### config.mk
export PLATFORM = sky130hd
export DESIGN_NAME = ctx_reload_ctrl
export DESIGN_NICKNAME = d
export VERILOG_FILES = /design/src/rtl/ctx_reload_pkg.sv /design/src/rtl/ctx_cfg_regs.sv /design/src/rtl/ctx_reload_fsm.sv /design/src/rtl/ctx_work_regs.sv /design/src/rtl/ctx_reload_ctrl.sv
export SDC_FILE = /design/constraint.sdc
export NUM_CORES = 1
export LEC_CHECK = 0
export ABC_AREA = 1
export BUFFER_PORTS_ARGS = -buffer_cell sky130_fd_sc_hd__buf_4
export CAP_MARGIN = 20
export CORE_ASPECT_RATIO = 1.1
export CORE_MARGIN = 2
export CORE_UTILIZATION = 44
export CTS_BUF_LIST = sky130_fd_sc_hd__clkbuf_2 sky130_fd_sc_hd__clkbuf_4 sky130_fd_sc_hd__clkbuf_8
export DETAILED_ROUTE_END_ITERATION = 8
export PLACE_DENSITY = 0.65
export SLEW_MARGIN = 25
export SYNTH_ARGS = -nofsm -noshare
export SYNTH_HDL_FRONTEND = slang
export SYNTH_SLANG_ARGS = --single-unit
### constraint.sdc
create_clock -name clk_i -period 2.6 [get_ports clk_i]
set_input_delay 0.39 -clock clk_i [delete_from_list [all_inputs] [get_ports clk_i]]
set_output_delay 0.39 -clock clk_i [all_outputs]
set_load 0.01 [all_outputs]
### src/rtl/ctx_reload_pkg.sv
package ctx_reload_pkg;
  typedef enum logic [2:0] {
    RA_CTRL  = 3'd0,
    RA_SRC   = 3'd1,
    RA_DST   = 3'd2,
    RA_ELEM  = 3'd3,
    RA_FRAME = 3'd4
  } reg_addr_e;

  localparam int unsigned BIT_EN   = 0;
  localparam int unsigned BIT_AUTO = 8;
  localparam int unsigned BIT_RPT  = 9;
  localparam int unsigned BIT_EP   = 11;
  localparam int unsigned N_FLD    = 4;
endpackage

### src/rtl/ctx_cfg_regs.sv
module ctx_cfg_regs
  import ctx_reload_pkg::*;
#(
  parameter int unsigned ADDR_W = 24,
  parameter int unsigned CNT_W  = 16
) (
  input  logic                          clk_i,
  input  logic                          rst_ni,
  input  logic                          wr_en_i,
  input  logic [2:0]                    wr_addr_i,
  input  logic [ADDR_W-1:0]             wr_data_i,
  output logic [2*ADDR_W+2*CNT_W-1:0]   cfg_d_o
);
  // field k: 0 frame, 1 elem, 2 dst, 3 src; address = 4 - k
  for (genvar k = 0; k < N_FLD; k++) begin : g_fld
    localparam int unsigned W  = (k < 2) ? CNT_W : ADDR_W;
    localparam int unsigned LO = (k == 0) ? 0 :
                                 (k == 1) ? CNT_W :
                                 (k == 2) ? 2*CNT_W : 2*CNT_W + ADDR_W;
    localparam logic [2:0] FA  = 3'(4 - k);
    logic [W-1:0] q;
    logic         hit;
    assign hit = wr_en_i && (wr_addr_i == FA);
    always_ff @(posedge clk_i or negedge rst_ni) begin
      if (!rst_ni)  q <= '0;
      else if (hit) q <= wr_data_i[W-1:0];
    end
    // software write is seen by a copy in the same cycle
    assign cfg_d_o[LO +: W] = hit ? wr_data_i[W-1:0] : q;
  end
endmodule

### src/rtl/ctx_reload_fsm.sv
module ctx_reload_fsm
  import ctx_reload_pkg::*;
(
  input  logic       clk_i,
  input  logic       rst_ni,
  input  logic       wr_en_i,
  input  logic [2:0] wr_addr_i,
  input  logic [3:0] ctl_bits_i,  // {ep, rpt, auto, en}
  input  logic       blk_done_i,
  output logic       en_o,
  output logic       ep_o,
  output logic       wait_o,
  output logic       copy_o
);
  logic en_q, ep_q, wait_q, auto_q, rpt_q;
  logic ctl_wr, stop, done, pend, reload, load, copy;
  logic auto_n, rpt_n, ep_n, en_d, ep_d, wait_d;

  assign ctl_wr = wr_en_i && (wr_addr_i == RA_CTRL);
  assign auto_n = ctl_wr ? ctl_bits_i[1] : auto_q;
  assign rpt_n  = ctl_wr ? ctl_bits_i[2] : rpt_q;
  assign ep_n   = ctl_wr ? ctl_bits_i[3] : ep_q;
  assign stop   = ctl_wr && !ctl_bits_i[0];
  assign done   = blk_done_i && en_q;
  assign pend   = done || wait_q;
  assign reload = !stop && pend && auto_n && (rpt_n || ep_n);
  assign load   = ctl_wr && ctl_bits_i[0] && !en_q && !wait_q;
  assign copy   = reload || load;
  assign wait_d = !stop && pend && auto_n && !reload;
  assign ep_d   = copy ? 1'b0 : ep_n;

  always_comb begin
    en_d = en_q;
    if (copy)              en_d = 1'b1;
    else if (stop || done) en_d = 1'b0;
  end

  always_ff @(posedge clk_i or negedge rst_ni) begin
    if (!rst_ni) begin
      en_q <= 1'b0; ep_q <= 1'b0; wait_q <= 1'b0; auto_q <= 1'b0; rpt_q <= 1'b0;
    end else begin
      en_q   <= en_d;
      ep_q   <= ep_d;
      wait_q <= wait_d;
      auto_q <= auto_n;
      rpt_q  <= rpt_n;
    end
  end

  assign en_o   = en_q;
  assign ep_o   = ep_q;
  assign wait_o = wait_q;
  assign copy_o = copy;

  p_wait_idle_r7: assert property (@(posedge clk_i) disable iff (!rst_ni)
    wait_q |-> !en_q);
  p_rise_ep_low_r8: assert property (@(posedge clk_i) disable iff (!rst_ni)
    $rose(en_q) |-> !ep_q);
  p_done_noauto_r5: assert property (@(posedge clk_i) disable iff (!rst_ni)
    (blk_done_i && en_q && !auto_q && !ctl_wr) |=> !en_q);
  p_repeat_runs_r6: assert property (@(posedge clk_i) disable iff (!rst_ni)
    (blk_done_i && en_q && auto_q && rpt_q && !ctl_wr) |=> (en_q && !wait_q));
  p_stop_r10: assert property (@(posedge clk_i) disable iff (!rst_ni)
    (ctl_wr && !ctl_bits_i[0]) |=> (!en_q && !wait_q));
endmodule

### src/rtl/ctx_work_regs.sv
module ctx_work_regs #(
  parameter int unsigned CTX_W = 80
) (
  input  logic             clk_i,
  input  logic             rst_ni,
  input  logic             copy_i,
  input  logic [CTX_W-1:0] cfg_d_i,
  output logic [CTX_W-1:0] work_o
);
  logic [CTX_W-1:0] work_q;
  always_ff @(posedge clk_i or negedge rst_ni) begin
    if (!rst_ni)     work_q <= '0;
    else if (copy_i) work_q <= cfg_d_i;
  end
  assign work_o = work_q;

  p_hold_r4: assert property (@(posedge clk_i) disable iff (!rst_ni)
    !copy_i |=> $stable(work_q));
endmodule

### src/rtl/ctx_reload_ctrl.sv
module ctx_reload_ctrl
  import ctx_reload_pkg::*;
#(
  parameter int unsigned ADDR_W = 24,
  parameter int unsigned CNT_W  = 16,
  localparam int unsigned CTX_W = 2*ADDR_W + 2*CNT_W
) (
  input  logic              clk_i,
  input  logic              rst_ni,
  input  logic              wr_en_i,
  input  logic [2:0]        wr_addr_i,
  input  logic [ADDR_W-1:0] wr_data_i,
  input  logic              blk_done_i,
  output logic              ch_en_o,
  output logic [CTX_W-1:0]  work_ctx_o,
  output logic              ep_o,
  output logic              wait_o
);
  logic [CTX_W-1:0] cfg_d;
  logic [3:0]       ctl_bits;
  logic             copy;

  assign ctl_bits = {wr_data_i[BIT_EP], wr_data_i[BIT_RPT],
                     wr_data_i[BIT_AUTO], wr_data_i[BIT_EN]};

  ctx_cfg_regs #(.ADDR_W(ADDR_W), .CNT_W(CNT_W)) u_cfg (
    .clk_i(clk_i), .rst_ni(rst_ni), .wr_en_i(wr_en_i),
    .wr_addr_i(wr_addr_i), .wr_data_i(wr_data_i), .cfg_d_o(cfg_d));

  ctx_reload_fsm u_fsm (
    .clk_i(clk_i), .rst_ni(rst_ni), .wr_en_i(wr_en_i), .wr_addr_i(wr_addr_i),
    .ctl_bits_i(ctl_bits), .blk_done_i(blk_done_i),
    .en_o(ch_en_o), .ep_o(ep_o), .wait_o(wait_o), .copy_o(copy));

  ctx_work_regs #(.CTX_W(CTX_W)) u_work (
    .clk_i(clk_i), .rst_ni(rst_ni), .copy_i(copy),
    .cfg_d_i(cfg_d), .work_o(work_ctx_o));

  p_disabled_done_r12: assert property (@(posedge clk_i) disable iff (!rst_ni)
    (blk_done_i && !ch_en_o && !wait_o && !wr_en_i) |=> (!ch_en_o && $stable(work_ctx_o)));
endmodule

### Yosys cells after proc, flatten, opt, wreduce, memory -nomap -nowiden

Index checks and enable logic that the tools add are counted.

* register bits after elaboration: 165
* input port bits: 31
* output and inout port bits: 83

* equality and inequality tests: 4
* muxes and demuxes: 10
* reduce and logical (&&, ||, !) cells: 25

Operators with widths (number)
* 24-bit two-way mux: 2
* 16-bit two-way mux: 2
* 1-bit logical AND: 14
* 3-bit by 2-bit == test with 1-bit output (second input constant): 2
* 1-bit two-way mux: 6
* 1-bit zero test: 5
* 1-bit logical OR: 4
* 3-bit by 1-bit == test with 1-bit output (second input constant): 1
* 3-bit == test (second input constant): 1
* 3-bit zero test: 1
* 2-bit nonzero test: 1

### Longest topological paths before layout

* depth after elaboration: 9
* mapped depth: 11
* gate-level depth less buffers: 10

### By module

From an unflattened synthesis, not the netlist that was laid out.

* cell total of the unflattened synthesis: 731
* area, all modules: 6553.8 um2

By module, submodules not included
* ctx_cfg_regs: times used 1, sequential area each 2001.9 um2, cells each 354, area an instance 3173.0 um2
* ctx_work_regs: times used 1, sequential area each 2001.9 um2, cells each 338, area an instance 3052.9 um2
* ctx_reload_fsm: times used 1, sequential area each 125.1 um2, cells each 39, area an instance 327.8 um2

### Worst setup path after synthesis

No wires, ideal clock.

* path kind: in2reg
* start: input port wr_en_i
* end: register u_work.work_q[70] (netlist: u_work.work_o[70])
* path buffers: 1
* data required time: 2534 ps
* setup slack: 1166 ps
* arrival: 1368 ps
* stages: 11
* cells stage by stage: inv_1 nor2_4 nand2_2 nand2_1 nand2_1 nor2_2 nand2_2 nand2_4 buf_6 nand2_1 nand2_1

* word-level cells in the longest chain between the ends: 7
* elaborated cells on any way between the ends: 16

RTL lines
* from (decl): RTL line ctx_reload_ctrl.sv:10 `input logic wr_en_i,`
* 1-bit logical AND: RTL line ctx_reload_fsm.sv:19 `assign ctl_wr = wr_en_i && (wr_addr_i == RA_CTRL);`
* 1-bit logical AND: RTL line ctx_reload_fsm.sv:23 `assign stop = ctl_wr && !ctl_bits_i[0];`
* 1-bit zero test: RTL line ctx_reload_fsm.sv:26 `assign reload = !stop && pend && auto_n && (rpt_n || ep_n);`
* 1-bit logical AND (3 in series): RTL line ctx_reload_fsm.sv:26
* 1-bit logical OR: RTL line ctx_reload_fsm.sv:28 `assign copy = reload || load;`
* to (signal assigned): RTL line ctx_work_regs.sv:13 `else if (copy_i) work_q <= cfg_d_i;`
* to (decl): RTL line ctx_work_regs.sv:10 `logic [CTX_W-1:0] work_q;`

Parallel ways exist; a longest one is shown, timed or not.
A chain may end at the register's enable or synchronous reset.

### Worst setup path in the final report

* start: register u_fsm.en_q (netlist: u_fsm.en_o)
* end: register u_work.work_q[8] (netlist: u_work.work_o[8])

* word-level cells in the longest chain between the ends: 6
* elaborated cells on any way between the ends: 9

RTL lines
* from (decl): RTL line ctx_reload_fsm.sv:15 `logic en_q, ep_q, wait_q, auto_q, rpt_q;`
* from (signal assigned): RTL line ctx_reload_fsm.sv:42 `en_q <= en_d;`
* 1-bit logical AND: RTL line ctx_reload_fsm.sv:24 `assign done = blk_done_i && en_q;`
* 1-bit logical OR: RTL line ctx_reload_fsm.sv:25 `assign pend = done || wait_q;`
* 1-bit logical AND (3 in series): RTL line ctx_reload_fsm.sv:26
* 1-bit logical OR (*): RTL line ctx_reload_fsm.sv:28

Every way passes the cells marked *; elsewhere a longest branch is shown, timed or not.

==> impl_results.md <==
* Worst-path cell chain: inv_1, o21ai_0, nand2_1, nor2_2, nand2_2, nand2_4, buf_12, nand2_1, nand2_1
* Switching Share at about a third
* Initial antenna violation count at 0
* Commonest cells after routing, fill and taps aside: nand2_1 (248), dfrtp_1 (165), buf_4 (119), nand3_1 (88), o21ai_0 (81)
* Wl on met1 at between 6 and 7 mm
* Die W at 119 um
* Final setup vio count at 0
* Leakage power figure at roughly 4.1 nW
* Clock Latency Late Sink at ~440 ps
* Clock share of power at between 20% and 30%
* Worst path arrival time at about 2100 ps
* Multi-input logic area at 1870 sq um
* Crit. End Element: flip-flop
* Synth unique cells at 16
* Root Driver: clkbuf_8
* Via count at 4928
* DR pass1 iterations at 5
* R2r endpoint: u_work.work_o[8]
* Die H at between 100 and 150 um
* Net Switching at roughly 0.0025 W
* First-pass GRT wire length at ~24 mm
* CTS tree: yes
* Metal2 WL at roughly 7.6 mm
* Largest stage delay, worst path at ~380 ps
* Uppermost layer routed: met4
* Starting density of the core at roughly 44%
* DR vias/cell at around 5
* Max Cap Violations at 0
* Yosys warns at 0
* Layout cells sized above 1 at 20.6%
* Average routed wire per standard cell at 15.7 um
* GP Congestion at 0.766
* RSZ-0062 raised after global routing: no
* Largest cells by area after synthesis: dfrtp_1 (65%), nand2_1 (15%), nand3_1 (6.9%), o21ai_0 (6.4%), inv_1 (2.0%)
* Synth top area share at 65.1%
* Reg2reg path depth at 9
* Met3 wire length at 783 um
* Internal at 0.00531 W
* Cell count after synthesis at 667
* Avg Cell Area, Syn at 9.52 sq um
* Outcome: finished, final reports clean
* Final wirelength at between 15 and 20 mm
* Seq pwr share at 48.5%
* Fin nets at roughly 800
* Core area at between 10000 and 15000 sq um
* Gr usage total at about a fifth
* Setup TNS at 0 ps
* Clock sinks at around 170
* Worst Setup EP: u_work.work_o[8]
* Crit path from: u_fsm.en_o
* DRC at 0
* I/O pin count at around 110
* R2R Path Start: u_fsm.en_o
* DRT iter0 DRCs at 379
* Comb power frac at about 30%
* Pwr dens at 1010 nW/um^2
* Most frequent cell on the critical path: nand2_1
* Slew margin rel. at 50.8%
* Syn Std Cell Area at about 6300 sq um
* FF+latch area at 4130 sq um
* Leading area contributor after synthesis: dfrtp_1
* Antenna viol nets, final at 0
* Synth Register Bits at around 170
* Mapped Nets at 698
* Fin util at approximately 54%
* Skew final at between 10 and 15 ps
* Die footprint at between 15000 and 20000 sq um
* Worst EP required at 2980 ps
* Buffers on Ports at approximately 110
* Slowest cell on the critical path: dfrtp_1
* Final Slew Violations at 0
* Levels on crit path at 9
* Number of diodes at 0
* Total power at a little under 0.008 W
* Post-DP HPWL at 10.0 mm
* Post-CTS Setup Bufs at 0
* Clk pin slew, worst setup/hold paths at about 80 ps
* Buf/Inv on CP at 2
* Synth-to-Final Area Change at 21.7%
* Most common cell after layout, fill and taps aside: nand2_1
* GRT Residual Overflow at 0
* R2R Setup Slk at approximately 920 ps
* CTS Buf Count at 17
* Family with the most delay on the worst path: simple AND/OR/NAND/NOR gates
* CTS Buffer Depth at 2
* Setup Crit Path Kind: flip-flop to flip-flop
* Tcrit/Tclk final at between 60% and 70%
* Fin. Hold Viols at 0
* Min-delay src: blk_done_i
* Hold Path Class: primary input to flip-flop
* Worst-margin pin slew at ~740 ps
* Register area share after synthesis at about two thirds
* Cell Rows at between 40 and 50
* Vias in the first global route at ~4700
* Worst setup SP type: flip-flop
* Period minus WS final at around 1700 ps
* Worst Path Max Fanout at 45
* Worst vdd ir at 0.000482 V
* Fmax at between 0.5 and 0.6 GHz
* H-tree depth at 4
* Largest net degree at the start of global routing at roughly 80
* Fill cells at between 1000 and 1500
tightest hold or removal path, stage by stage:
cell and delay, ps:
buf_4 80, inv_1 40, nand3_1 70, nand3_1 70
cell families (layout without fill, tap and decap cells):
logic type             count (synthesis)  count (layout)  share of synthesized area [%]
DFF                                  165             165                           65.1
AOI/OAI and AO/OA                     81              81                           6.39
buffers and inverters                 73             188                           5.54
and+or+nand+nor                      348             348                           23.0
how the worst min path moves through the flow:
stage / endpoint / slack, ps / depth (start not counted)
2_1_floorplan: u_cfg.g_fld[0].q[0] / 90 / 0
3_3_place_gp: u_work.work_o[24] / 480 / 1
3_5_place_dp: u_work.work_o[26] / 480 / 1
4_1_cts: u_fsm.en_o / 230 / 4
5_1_grt: u_fsm.en_o / 240 / 4
6_report: u_fsm.en_o / 260 / 4
through the flow:
step | cell area, sq um | std cells | hold WS [ps] | worst slack [ps]
after detailed placement | 7350 | 943 | 484 | 491
final | 7720 | 974 | 259 | 920
after global routing | 7720 | 974 | 240 | 743
after floorplan | 6350 | 667 | 94.4 | 1170
after global placement | 7350 | 943 | 476 | 533
after CTS | 7720 | 974 | 233 | 915
area by class of cell:
cell class / count / area share [%]
clock buffer: 22 / 3.68
clock inverter: 8 / 1.02
inverter: 33 / 1.60
multi-input combinational: 429 / 24.3
sequential: 165 / 53.4
tap: 192 / 3.11
timing repair buffer: 125 / 12.9
synthesized netlist by cell type, drive strengths merged:
| cell | instances |
|---|---|
| nor2 | 5 |
| buf | 22 |
| nand3 | 89 |
| nand2 | 251 |
| o21ai | 81 |
| nand3b | 2 |
| clkbuf | 18 |
| dfrtp | 165 |
| inv | 33 |
| nor3 | 1 |
metal layers:
layer,vias up,track usage [%]
met1,2411,28.4
met2,163,33.2
met3,12,4.68
li1,2342,-
met5,-,0
met4,0,5.67
sequential cells by signal, summed over array words and instances, names as in the netlist:
name and cells:
u_cfg.g_fld.q 80, u_fsm.auto_q 1, u_fsm.en_o 1, u_fsm.ep_o 1
u_fsm.rpt_q 1, u_fsm.wait_o 1, u_work.work_o 80
power groups by stage:
stage / registers, W / clock network (W) / logic, W
floorplan: 0.00401 / 0 / 0.000894
global placement: 0.00383 / 0 / 0.00228
detailed placement: 0.00384 / 0 / 0.00234
CTS: 0.00379 / 0.00174 / 0.00236
global route: 0.00387 / 0.00186 / 0.00259
finish: 0.00379 / 0.00170 / 0.00232
what timing repair did:
action	in CTS	in global routing
resized for setup	0	0
hold buffers	1	0
endpoints found under the hold margin	4	0
Power figures use the tool's default switching activity.
